<file path="src/rtl/qxr_pkg.sv">
package qxr_pkg;

  typedef enum logic [2:0] {
    PH_IDLE,
    PH_OPC,
    PH_ADDR,
    PH_MODE,
    PH_DUMMY,
    PH_DATA,
    PH_SKIP
  } phase_t;

  localparam logic [7:0] OP_QREAD    = 8'hEB;
  localparam logic [7:0] OP_QUAD_ON  = 8'h38;
  localparam logic [7:0] OP_QUAD_OFF = 8'hFF;
  localparam logic [7:0] MODE_STAY_A = 8'hEF;
  localparam logic [7:0] MODE_STAY_B = 8'hAF;

  // wait clocks selected by the latency field
  function automatic logic [2:0] dummy_cycles(input logic [1:0] lat);
    case (lat)
      2'd0:    dummy_cycles = 3'd2;
      2'd1:    dummy_cycles = 3'd4;
      default: dummy_cycles = 3'd6;
    endcase
  endfunction

endpackage

</file>
<file path="src/rtl/qxr_rst_sync.sv">
module qxr_rst_sync (
  input  logic clk,
  input  logic rst_n_i,
  output logic rst_n_o
);
  logic [1:0] ff_q;

  always_ff @(posedge clk or negedge rst_n_i) begin
    if (!rst_n_i) ff_q <= 2'b00;
    else          ff_q <= {ff_q[0], 1'b1};
  end

  assign rst_n_o = ff_q[1];
endmodule

</file>
<file path="src/rtl/qxr_in_sync.sv">
module qxr_in_sync #(
  parameter int              W       = 6,
  parameter int              STAGES  = 2,
  parameter logic [W-1:0]    RST_VAL = '0
) (
  input  logic         clk,
  input  logic         rst_n,
  input  logic [W-1:0] d_i,
  output logic [W-1:0] q_o
);
  logic [STAGES-1:0][W-1:0] st_q;
  logic [STAGES-1:0][W-1:0] st_d;

  for (genvar g = 0; g < STAGES; g++) begin : g_stage
    if (g == 0) begin : g_head
      assign st_d[g] = d_i;
    end else begin : g_tail
      assign st_d[g] = st_q[g-1];
    end
  end

  always_ff @(posedge clk or negedge rst_n) begin
    if (!rst_n) st_q <= {STAGES{RST_VAL}};
    else        st_q <= st_d;
  end

  assign q_o = st_q[STAGES-1];
endmodule

</file>
<file path="src/rtl/qxr_fetch.sv">
module qxr_fetch #(
  parameter int ADDR_W = 19
) (
  input  logic              clk,
  input  logic              rst_n,
  input  logic              start_i,
  input  logic [ADDR_W-1:0] start_addr_i,
  input  logic              next_i,
  input  logic              drive_hi_i,
  input  logic              drive_lo_i,
  output logic              mem_rd_en,
  output logic [ADDR_W-1:0] mem_addr,
  input  logic [7:0]        mem_rd_data,
  output logic [3:0]        nib_o
);
  logic [ADDR_W-1:0] addr_q, addr_d;
  logic              rd_q, rd_d;
  logic              pend_q;
  logic [7:0]        byte_q, byte_d;
  logic [3:0]        nib_q, nib_d;

  always_comb begin
    addr_d = addr_q;
    if (start_i)     addr_d = start_addr_i;
    else if (next_i) addr_d = addr_q + 1'b1;
    rd_d   = start_i | next_i;
    byte_d = pend_q ? mem_rd_data : byte_q;
    nib_d  = nib_q;
    if (drive_hi_i)      nib_d = byte_q[7:4];
    else if (drive_lo_i) nib_d = byte_q[3:0];
  end

  always_ff @(posedge clk or negedge rst_n) begin
    if (!rst_n) begin
      addr_q <= '0;
      rd_q   <= 1'b0;
      pend_q <= 1'b0;
      byte_q <= '0;
      nib_q  <= '0;
    end else begin
      addr_q <= addr_d;
      rd_q   <= rd_d;
      pend_q <= rd_q;
      byte_q <= byte_d;
      nib_q  <= nib_d;
    end
  end

  assign mem_rd_en = rd_q;
  assign mem_addr  = addr_q;
  assign nib_o     = nib_q;
endmodule

</file>
<file path="src/rtl/qxr_target.sv">
module qxr_target
  import qxr_pkg::*;
#(
  parameter int ADDR_W      = 19,
  parameter int SYNC_STAGES = 2
) (
  input  logic              clk,
  input  logic              rst_n,
  input  logic              cs_n,
  input  logic              sck,
  input  logic [3:0]        io_in,
  input  logic [1:0]        lat_sel,
  output logic [3:0]        io_out,
  output logic [3:0]        io_oe,
  output logic              mem_rd_en,
  output logic [ADDR_W-1:0] mem_addr,
  input  logic [7:0]        mem_rd_data,
  output logic              abort_err
);
  localparam int SH_W = ADDR_W - 4;
  localparam int IN_W = 6;

  logic            rst_n_s;
  logic [IN_W-1:0] raw_v, syn_v;
  logic            cs_s, sck_s;
  logic [3:0]      io_s;
  logic            cs_d_q, sck_d_q;
  logic            cs_rise, cs_fall, sck_rise, sck_fall;

  phase_t          phase_q, phase_d;
  logic [2:0]      cnt_q, cnt_d;
  logic [2:0]      dum_q, dum_d;
  logic [SH_W-1:0] sh_q, sh_d;
  logic            qpi_q, qpi_d;
  logic            armed_q, armed_d;
  logic            xip_q, xip_d;
  logic            keep_q, keep_d;
  logic            oe_q, oe_d;
  logic            hi_q, hi_d;
  logic            err_q, err_d;

  logic [ADDR_W-1:0] sh_nib;
  logic [7:0]        opc_nxt;
  logic              opc_last;
  logic              fetch_start, fetch_next, drive_hi, drive_lo;

  qxr_rst_sync u_rst (
    .clk     (clk),
    .rst_n_i (rst_n),
    .rst_n_o (rst_n_s)
  );

  assign raw_v = {cs_n, sck, io_in};

  qxr_in_sync #(
    .W       (IN_W),
    .STAGES  (SYNC_STAGES),
    .RST_VAL (6'b10_0000)
  ) u_sync (
    .clk   (clk),
    .rst_n (rst_n_s),
    .d_i   (raw_v),
    .q_o   (syn_v)
  );

  assign cs_s  = syn_v[5];
  assign sck_s = syn_v[4];
  assign io_s  = syn_v[3:0];

  assign cs_rise  =  cs_s  & ~cs_d_q;
  assign cs_fall  = ~cs_s  &  cs_d_q;
  assign sck_rise =  sck_s & ~sck_d_q & ~cs_s;
  assign sck_fall = ~sck_s &  sck_d_q & ~cs_s;

  assign sh_nib   = {sh_q, io_s};
  assign opc_nxt  = qpi_q ? {sh_q[3:0], io_s} : {sh_q[6:0], io_s[0]};
  assign opc_last = qpi_q ? (cnt_q == 3'd1) : (cnt_q == 3'd7);

  always_comb begin
    phase_d     = phase_q;
    cnt_d       = cnt_q;
    dum_d       = dum_q;
    sh_d        = sh_q;
    qpi_d       = qpi_q;
    armed_d     = armed_q;
    xip_d       = xip_q;
    keep_d      = keep_q;
    oe_d        = oe_q;
    hi_d        = hi_q;
    err_d       = 1'b0;
    fetch_start = 1'b0;
    fetch_next  = 1'b0;
    drive_hi    = 1'b0;
    drive_lo    = 1'b0;

    if (cs_rise) begin
      oe_d    = 1'b0;
      phase_d = PH_IDLE;
      if (phase_q == PH_MODE || phase_q == PH_DUMMY) begin
        xip_d = 1'b0;
        err_d = 1'b1;
      end else if (phase_q == PH_DATA) begin
        xip_d = keep_q;
      end
    end else if (cs_fall) begin
      phase_d = xip_q ? PH_ADDR : PH_OPC;
      cnt_d   = '0;
      sh_d    = '0;
    end else if (sck_rise) begin
      case (phase_q)
        PH_OPC: begin
          sh_d  = {{(SH_W-8){1'b0}}, opc_nxt};
          cnt_d = cnt_q + 3'd1;
          if (opc_last) begin
            cnt_d = '0;
            sh_d  = '0;
            if (opc_nxt == OP_QREAD) begin
              phase_d = armed_q ? PH_ADDR : PH_SKIP;
            end else begin
              phase_d = PH_SKIP;
              armed_d = 1'b1;
              if (opc_nxt == OP_QUAD_ON)  qpi_d = 1'b1;
              if (opc_nxt == OP_QUAD_OFF) qpi_d = 1'b0;
            end
          end
        end
        PH_ADDR: begin
          sh_d  = sh_nib[SH_W-1:0];
          cnt_d = cnt_q + 3'd1;
          if (cnt_q == 3'd5) begin
            cnt_d       = '0;
            phase_d     = PH_MODE;
            fetch_start = 1'b1;
          end
        end
        PH_MODE: begin
          sh_d  = sh_nib[SH_W-1:0];
          cnt_d = cnt_q + 3'd1;
          if (cnt_q == 3'd1) begin
            cnt_d   = '0;
            keep_d  = (sh_nib[7:0] == MODE_STAY_A) || (sh_nib[7:0] == MODE_STAY_B);
            dum_d   = dummy_cycles(lat_sel);
            phase_d = PH_DUMMY;
          end
        end
        PH_DUMMY: begin
          cnt_d = cnt_q + 3'd1;
          if (cnt_q == dum_q - 3'd1) begin
            cnt_d   = '0;
            phase_d = PH_DATA;
            hi_d    = 1'b1;
          end
        end
        default: ;
      endcase
    end else if (sck_fall && phase_q == PH_DATA) begin
      oe_d = 1'b1;
      hi_d = ~hi_q;
      if (hi_q) begin
        drive_hi = 1'b1;
      end else begin
        drive_lo   = 1'b1;
        fetch_next = 1'b1;
      end
    end
  end

  always_ff @(posedge clk or negedge rst_n_s) begin
    if (!rst_n_s) begin
      cs_d_q  <= 1'b1;
      sck_d_q <= 1'b0;
      phase_q <= PH_IDLE;
      cnt_q   <= '0;
      dum_q   <= 3'd2;
      sh_q    <= '0;
      qpi_q   <= 1'b0;
      armed_q <= 1'b0;
      xip_q   <= 1'b0;
      keep_q  <= 1'b0;
      oe_q    <= 1'b0;
      hi_q    <= 1'b1;
      err_q   <= 1'b0;
    end else begin
      cs_d_q  <= cs_s;
      sck_d_q <= sck_s;
      phase_q <= phase_d;
      cnt_q   <= cnt_d;
      dum_q   <= dum_d;
      sh_q    <= sh_d;
      qpi_q   <= qpi_d;
      armed_q <= armed_d;
      xip_q   <= xip_d;
      keep_q  <= keep_d;
      oe_q    <= oe_d;
      hi_q    <= hi_d;
      err_q   <= err_d;
    end
  end

  qxr_fetch #(
    .ADDR_W (ADDR_W)
  ) u_fetch (
    .clk          (clk),
    .rst_n        (rst_n_s),
    .start_i      (fetch_start),
    .start_addr_i (sh_nib),
    .next_i       (fetch_next),
    .drive_hi_i   (drive_hi),
    .drive_lo_i   (drive_lo),
    .mem_rd_en    (mem_rd_en),
    .mem_addr     (mem_addr),
    .mem_rd_data  (mem_rd_data),
    .nib_o        (io_out)
  );

  assign io_oe     = {4{oe_q}};
  assign abort_err = err_q;
endmodule

</file>
<file path="config.mk">
export PLATFORM = sky130hd
export DESIGN_NAME = qxr_target
export DESIGN_NICKNAME = d
export VERILOG_FILES = /design/src/rtl/qxr_pkg.sv /design/src/rtl/qxr_rst_sync.sv /design/src/rtl/qxr_in_sync.sv /design/src/rtl/qxr_fetch.sv /design/src/rtl/qxr_target.sv
export SDC_FILE = /design/constraint.sdc
export NUM_CORES = 1
export LEC_CHECK = 0
export BUFFER_PORTS_ARGS = -buffer_cell sky130_fd_sc_hd__buf_2
export CORE_ASPECT_RATIO = 0.75
export CORE_MARGIN = 5
export CORE_UTILIZATION = 62
export CTS_CLUSTER_DIAMETER = 80
export DETAILED_ROUTE_END_ITERATION = 8
export HOLD_SLACK_MARGIN = 0.08
export PLACE_DENSITY = 0.9
export REMOVE_ABC_BUFFERS = 1
export SYNTH_ARGS = -nofsm -noshare
export SYNTH_HDL_FRONTEND = slang
export SYNTH_SLANG_ARGS = --single-unit
</file>
<file path="constraint.sdc">
create_clock -name clk -period 4.9 [get_ports clk]
set_clock_uncertainty 0.15 [all_clocks]
set_input_delay 0.245 -clock clk [delete_from_list [all_inputs] [get_ports clk]]
set_output_delay 0.245 -clock clk [all_outputs]
set_load 0.05 [all_outputs]
</file>
# [After elaboration in Yosys (flattened, before gate mapping)]
# Index checks and enable logic that the tools add are counted.
# W data, S select, Z words.
[op_classes] n_addsub=3 eq_ne=23 mux=58 bitwise_logic=15 n_reduce_logical=25
[ops] op="$mux W3" n=15
[ops] op="$mux W19" n=2
[ops] op="$eq A8 B8 Y1 const B" n=4
[ops] op="$mux W1" n=30
[ops] op="$mux W15" n=2
[ops] op="$pmux W15 S2" n=1
[ops] op="$pmux W3 S4" n=2
[ops] op="$add A19 B1 Y19 const B" n=1
[ops] op="$mux W8" n=2
[ops] op="$reduce_bool A2 Y1" n=7
[ops] op="$eq A3 B3 Y1 const B" n=4
[ops] op="$ne A4 B4 Y1 const B" n=3
[ops] op="$reduce_and A6 Y1" n=2
[ops] op="$reduce_and A5 Y1" n=2
[ops] op="$reduce_and A3 Y1" n=3
[ops] op="$eq A8 B6 Y1 const B" n=1
[ops] op="$mux W4" n=2
[ops] op="$not A1 Y1" n=8
[ops] op="$reduce_and A7 Y1" n=1
[ops] op="$and A1 B1 Y1" n=6
[ops] op="$eq A3 B1 Y1 const B" n=2
[ops] op="$eq A3 B2 Y1 const B" n=2
[ops] op="$pmux W3 S2" n=1
[ops] op="$reduce_bool A3 Y1" n=2
[ops] op="other kinds (16)" n=19
[word_totals] regBits=80 in_bits=18 word_cells=145

# [Depth between registers and ports, before layout]
[depth] word_depth=10 mapped_depth=11

# [Hierarchy]
# Synthesis repeated with hierarchy kept, for this count alone.
[hier_totals] cells_unflattened=376 area_unflattened_um2=3856.2
[by_module_without_submodules] mod="qxr_target" n_inst=1 cells_each=204 area_per_inst_um2=1894.3
[by_module_without_submodules] mod="qxr_fetch" n_inst=1 cells_each=157 area_per_inst_um2=1605.3
[by_module_without_submodules] mod="qxr_in_sync" n_inst=1 cells_each=12 area_per_inst_um2=302.8
[by_module_without_submodules] mod="qxr_rst_sync" n_inst=1 cells_each=3 area_per_inst_um2=53.8

# [Worst setup path before layout]
# OpenSTA, ideal clock, no wires.
[synth_path] path_type="flip-flop to flip-flop" start="register u_sync.st_q (netlist bit u_sync.q_o[5])" end="register qpi_q" setup_time_ns=0.130 arrival_ns=2.339 required_time_ns=4.620 setup_slack_ns=2.282 stages_incl_launch_ff=10 path_buffers=2 synth_period_minus_slack_ns=2.618 cell_sequence="dfstp_2 -> inv_1 -> ha_1 -> buf_6 -> or2_4 -> buf_6 -> or2_4 -> or4_4 -> o32ai_2 -> a31oi_1"
[synth_between] elab_chain_len=4
[synth_lines] item="from (decl)" line="qxr_in_sync.sv:11" rtl="logic [STAGES-1:0][W-1:0] st_q;"
[synth_lines] item="from (signal assigned)" line="qxr_in_sync.sv:23" rtl="if (!rst_n) st_q <= {STAGES{RST_VAL}};"
[synth_lines] item="from (signal assigned)" line="qxr_in_sync.sv:24" rtl="else st_q <= st_d;"
[synth_lines] item="$not A1 Y1" line="qxr_target.sv:71, qxr_target.sv:72"
[synth_lines] item="$and A1 B1 Y1" line="qxr_target.sv:71" rtl="assign cs_fall = ~cs_s & cs_d_q;"
[synth_lines] item="$not A1 Y1 (no line)"
[synth_lines] item="$reduce_and A7 Y1 (no line) *"
[synth_lines] item="to (signal assigned)" line="qxr_target.sv:190" rtl="qpi_q <= qpi_d;"
[synth_lines] item="to (decl)" line="qxr_target.sv:34" rtl="logic qpi_q, qpi_d;"
# Every way passes the cells marked *; elsewhere a longest branch is shown, timed or not.
# A chain may end at the register's enable or synchronous reset.

# [Worst setup path in the final report]
[layout_path] start="register u_sync.st_q (netlist bit u_sync.q_o[5])" end="register u_fetch.addr_q[14] (netlist: u_fetch.mem_addr[14])"
[layout_between] elab_chain_len=8
[layout_lines] item="$not A1 Y1" line="qxr_target.sv:71, qxr_target.sv:72, qxr_target.sv:73"
[layout_lines] item="$and A1 B1 Y1" line="qxr_target.sv:73" rtl="assign sck_fall = ~sck_s & sck_d_q & ~cs_s;"
[layout_lines] item="$logic_and A1 B1 Y1" line="qxr_target.sv:156" rtl="end else if (sck_fall && phase_q == PH_DATA) begin"
[layout_lines] item="$mux W1" line="qxr_target.sv:156"
[layout_lines] item="$mux W1" line="qxr_target.sv:109" rtl="end else if (sck_rise) begin"
[layout_lines] item="$mux W1" line="qxr_target.sv:105" rtl="end else if (cs_fall) begin"
[layout_lines] item="$mux W1" line="qxr_target.sv:96" rtl="if (cs_rise) begin"
[layout_lines] item="$reduce_bool A2 Y1 (no line)"
[layout_lines] item="to (signal assigned)" line="qxr_fetch.sv:41" rtl="addr_q <= addr_d;"
[layout_lines] item="to (decl)" line="qxr_fetch.sv:16" rtl="logic [ADDR_W-1:0] addr_q, addr_d;"
# Several ways; a longest one is shown, not always the timed one.

==> out/metrics.csv <==
metric,value,unit
CP Launch Point,u_sync.q_o[5],
Filler cells,438,
Initial Utilization,63.0,%
Antenna Violating Nets Remaining,0,
power per standard cell area,396,nW/µm²
final hold viol count,0,
later-pin clock latency in the skew report,0.36,ns
"Cell Area, Placed",4120,µm²
Worst setup endpoint,u_fetch.mem_addr[14],
status,completed,
clk slew on worst S/H paths,0.08,ns
WL met2,4.10,mm
routed wire length,8.91,mm
CP max-delay cell,nor4_2,
r2r endpoint,u_fetch.mem_addr[14],
worst-path fanout max,14,
Boundary Pins,47,
Worst EP arrival,3.49,ns
synth unique cells,64,
hpwl dp,6.00,mm
Max IR drop VDD,0.373,mV
ys async rst share,100,%
Hold Crit Class,reg2reg,
metal3 WL,800,µm
nets,471,
clk sink count,79,
clock buffer depth,2,
minimum clock period,3.41,ns
"Core Util, Final",72.8,%
Syn Inst Count,397,
Die H,78.9,µm
"Seq/Total Area, Yosys",50.6,%
hold path cells,0,
synthesis warning total,0,
DR vias/cell,6.00,
die area,8030,µm²
total number of vias,3197,
CP cell instances,"inv_1, ha_1, or2_4, nor4_2, nor2_1, o21ai_0, o311ai_1",
peak per-stage delay on the critical path,0.94,ns
PostCTS Resize Cnt,0,
Worst R2R Path Depth,7,
Seq. cell area,1980,µm²
"FF+latch count, synth",79,
fin crit share,69.5,%
Crit Path Class,reg2reg,
Setup TNS,0,ns
GPL Wtd Cong,0.991,
# rows,25,
# H-tree levels,3,
DRT Pass-1 Iters,5,
Max-cap violations,0,
post-placement cell count,498,
number of global-route vias before repair,3073,
DRT met1 WL,3.91,mm
"commonest non-fill, non-tap cells in the layout","dfrtp_1, nand2_1, buf_2",
gr ovfl total,0,
# diodes,0,
root buf cell,clkbuf_8,
Worst setup SP type,register,
"non-filler cells, final",533,
die width,102,µm
initial DRC count,385,
first-pass GRT wire length,15.0,mm
Post-Syn Area,3920,µm²
DR top layer,met4,
gr usage total,24.1,%
TritonCTS Buffers,9,
CTS tree,yes,
endpoints failing setup,0,
area occupied by multi-input gates,1740,µm²
"commonest non-fill, non-tap cell in the layout",dfrtp_1,
post-route cell area,4530,µm²
flop2flop setup slack,1.49,ns
max_slew headroom,24.3,%
hold_buf cts,19,
CP Data Required Time,4.98,ns
number of post-CTS setup repair buffers,0,
Mean Syn Cell Area,9.88,µm²
Total Power,0.00179,W
Slew @ Worst Pin,1.12,ns
# port buffers,46,
Post-synth EDFFs,0,
pin count of the biggest net entering global routing,41,
crit end category,register,
WL/cell,16.7,µm
core area,6220,µm²
Synth-to-Final Area Change,15.5,%
LEAKAGE,2.10,nW
RSZ-0062 raised after global routing,false,
main flop type after synthesis,dfrtp_1,
Reg-to-Reg Start,u_sync.q_o[5],
f_max,0.294,GHz
fraction of layout cells with a size suffix above 1,19.9,%
initial antenna violation count,0,
drc violations,0,
fin. max-slew vios,0,
[sequential cells by signal, indices dropped and copies added, names as in the netlist, 2 cells and up]
register	flops
u_fetch.mem_addr	19
sh_q	15
u_fetch.byte_q	8
u_sync.q_o	6
u_sync.st_d	6
u_fetch.nib_o	4
cnt_q	3
phase_q	3
dum_q	2
u_rst.ff_q	2
[layer usage]
layer	vias up	track usage, %
met2	140	36.5
met3	13	7.20
met5	-	0
met4	0	6.82
li1	1508	-
met1	1536	34.0
[Yosys cell counts (2+ instances only)]
library cell  instances  area share [%]
dfrtp_1              74              47
ha_1                  6             1.9
buf_4                 4            0.77
a21oi_1              11             1.4
nand4b_1              3            0.67
nor2_1               20             1.9
and3_1                6            0.96
buf_2                 4            0.51
o41ai_1               3            0.67
nor4_4                2             1.1
mux2_2               10             2.9
o31ai_1               4            0.77
nor3_1                4            0.51
xor2_1                5             1.1
clkbuf_1             16             1.5
a22oi_1               8             1.5
o311ai_1              2            0.45
a31oi_1               5            0.80
or2_4                 2            0.45
o211ai_1              3            0.57
inv_1                13             1.2
o21bai_1              3            0.57
a32oi_1               5             1.1
buf_6                 3            0.86
or4_1                 2            0.38
nand4_1               8             1.3
dfstp_2               5             3.3
or3_1                 4            0.64
nand2b_1              8             1.3
nand2_1              65             6.2
nand3b_1              4            0.77
xnor2_1               4            0.89
mux2i_1               5             1.3
nor3b_1               2            0.38
nand3_1               8             1.0
and2_1                4            0.64
o21ai_0              35             4.5
[critical path: cells and delay by family, from the launching register on]
family / cells / cell delay [ns]
compound gates: 2 / 0.45
flops: 1 / 0.57
simple gates: 3 / 1.75
fa+ha+maj: 1 / 0.30
buf+inv: 1 / 0.05
[how the worst min path moves through the flow]
stage	start	endpoint	slack, ns
final	u_sync.st_d[10]	u_sync.q_o[4]	0.20
after global placement	rst_n	u_rst.ff_q[0]	-0.12
after floorplan	rst_n	u_rst.ff_q[0]	-0.20
after CTS	u_sync.st_d[10]	u_sync.q_o[4]	0.20
after global routing	u_sync.st_d[8]	u_sync.q_o[2]	0.21
after detailed placement	rst_n	u_rst.ff_q[0]	-0.12
[metrics by stage]
step	hold WS [ns]	setup slack, ns
6_report	0.203	1.49
5_1_grt	0.211	1.29
4_1_cts	0.204	1.51
3_5_place_dp	-0.117	1.59
3_3_place_gp	-0.118	1.71
2_1_floorplan	-0.201	2.05
[cell families (layout without fill, tap and decap cells)]
kind of cell / Yosys count / count (layout) / share of synthesized area, %
muxes: 15 / 15 / 4.15
other: 1 / 1 / 0.0956
buffers and inverters: 41 / 96 / 5.01
AOI/OAI and AO/OA: 93 / 93 / 15.6
DFF: 79 / 79 / 50.6
xor gates and xnor gates: 9 / 9 / 2.01
and+or+nand+nor: 153 / 153 / 20.7
adders and majority gates: 6 / 6 / 1.91
[layout make-up]
cell class / instances / share of cell area, %
clock inverter: 6 / 2.02
tap: 81 / 2.24
clock buffer: 10 / 2.82
timing repair buffer: 67 / 9.61
multi-input combinational: 277 / 38.5
sequential: 79 / 43.8
inverter: 13 / 1.08
[power by group]
| part | internal (W) | switching [W] |
|---|---|---|
| Sequential | 0.000726 | 0.000115 |
| Clock | 0.000290 | 0.000243 |
| Combinational | 0.000155 | 0.000266 |
Power figures use the tool's default switching activity.
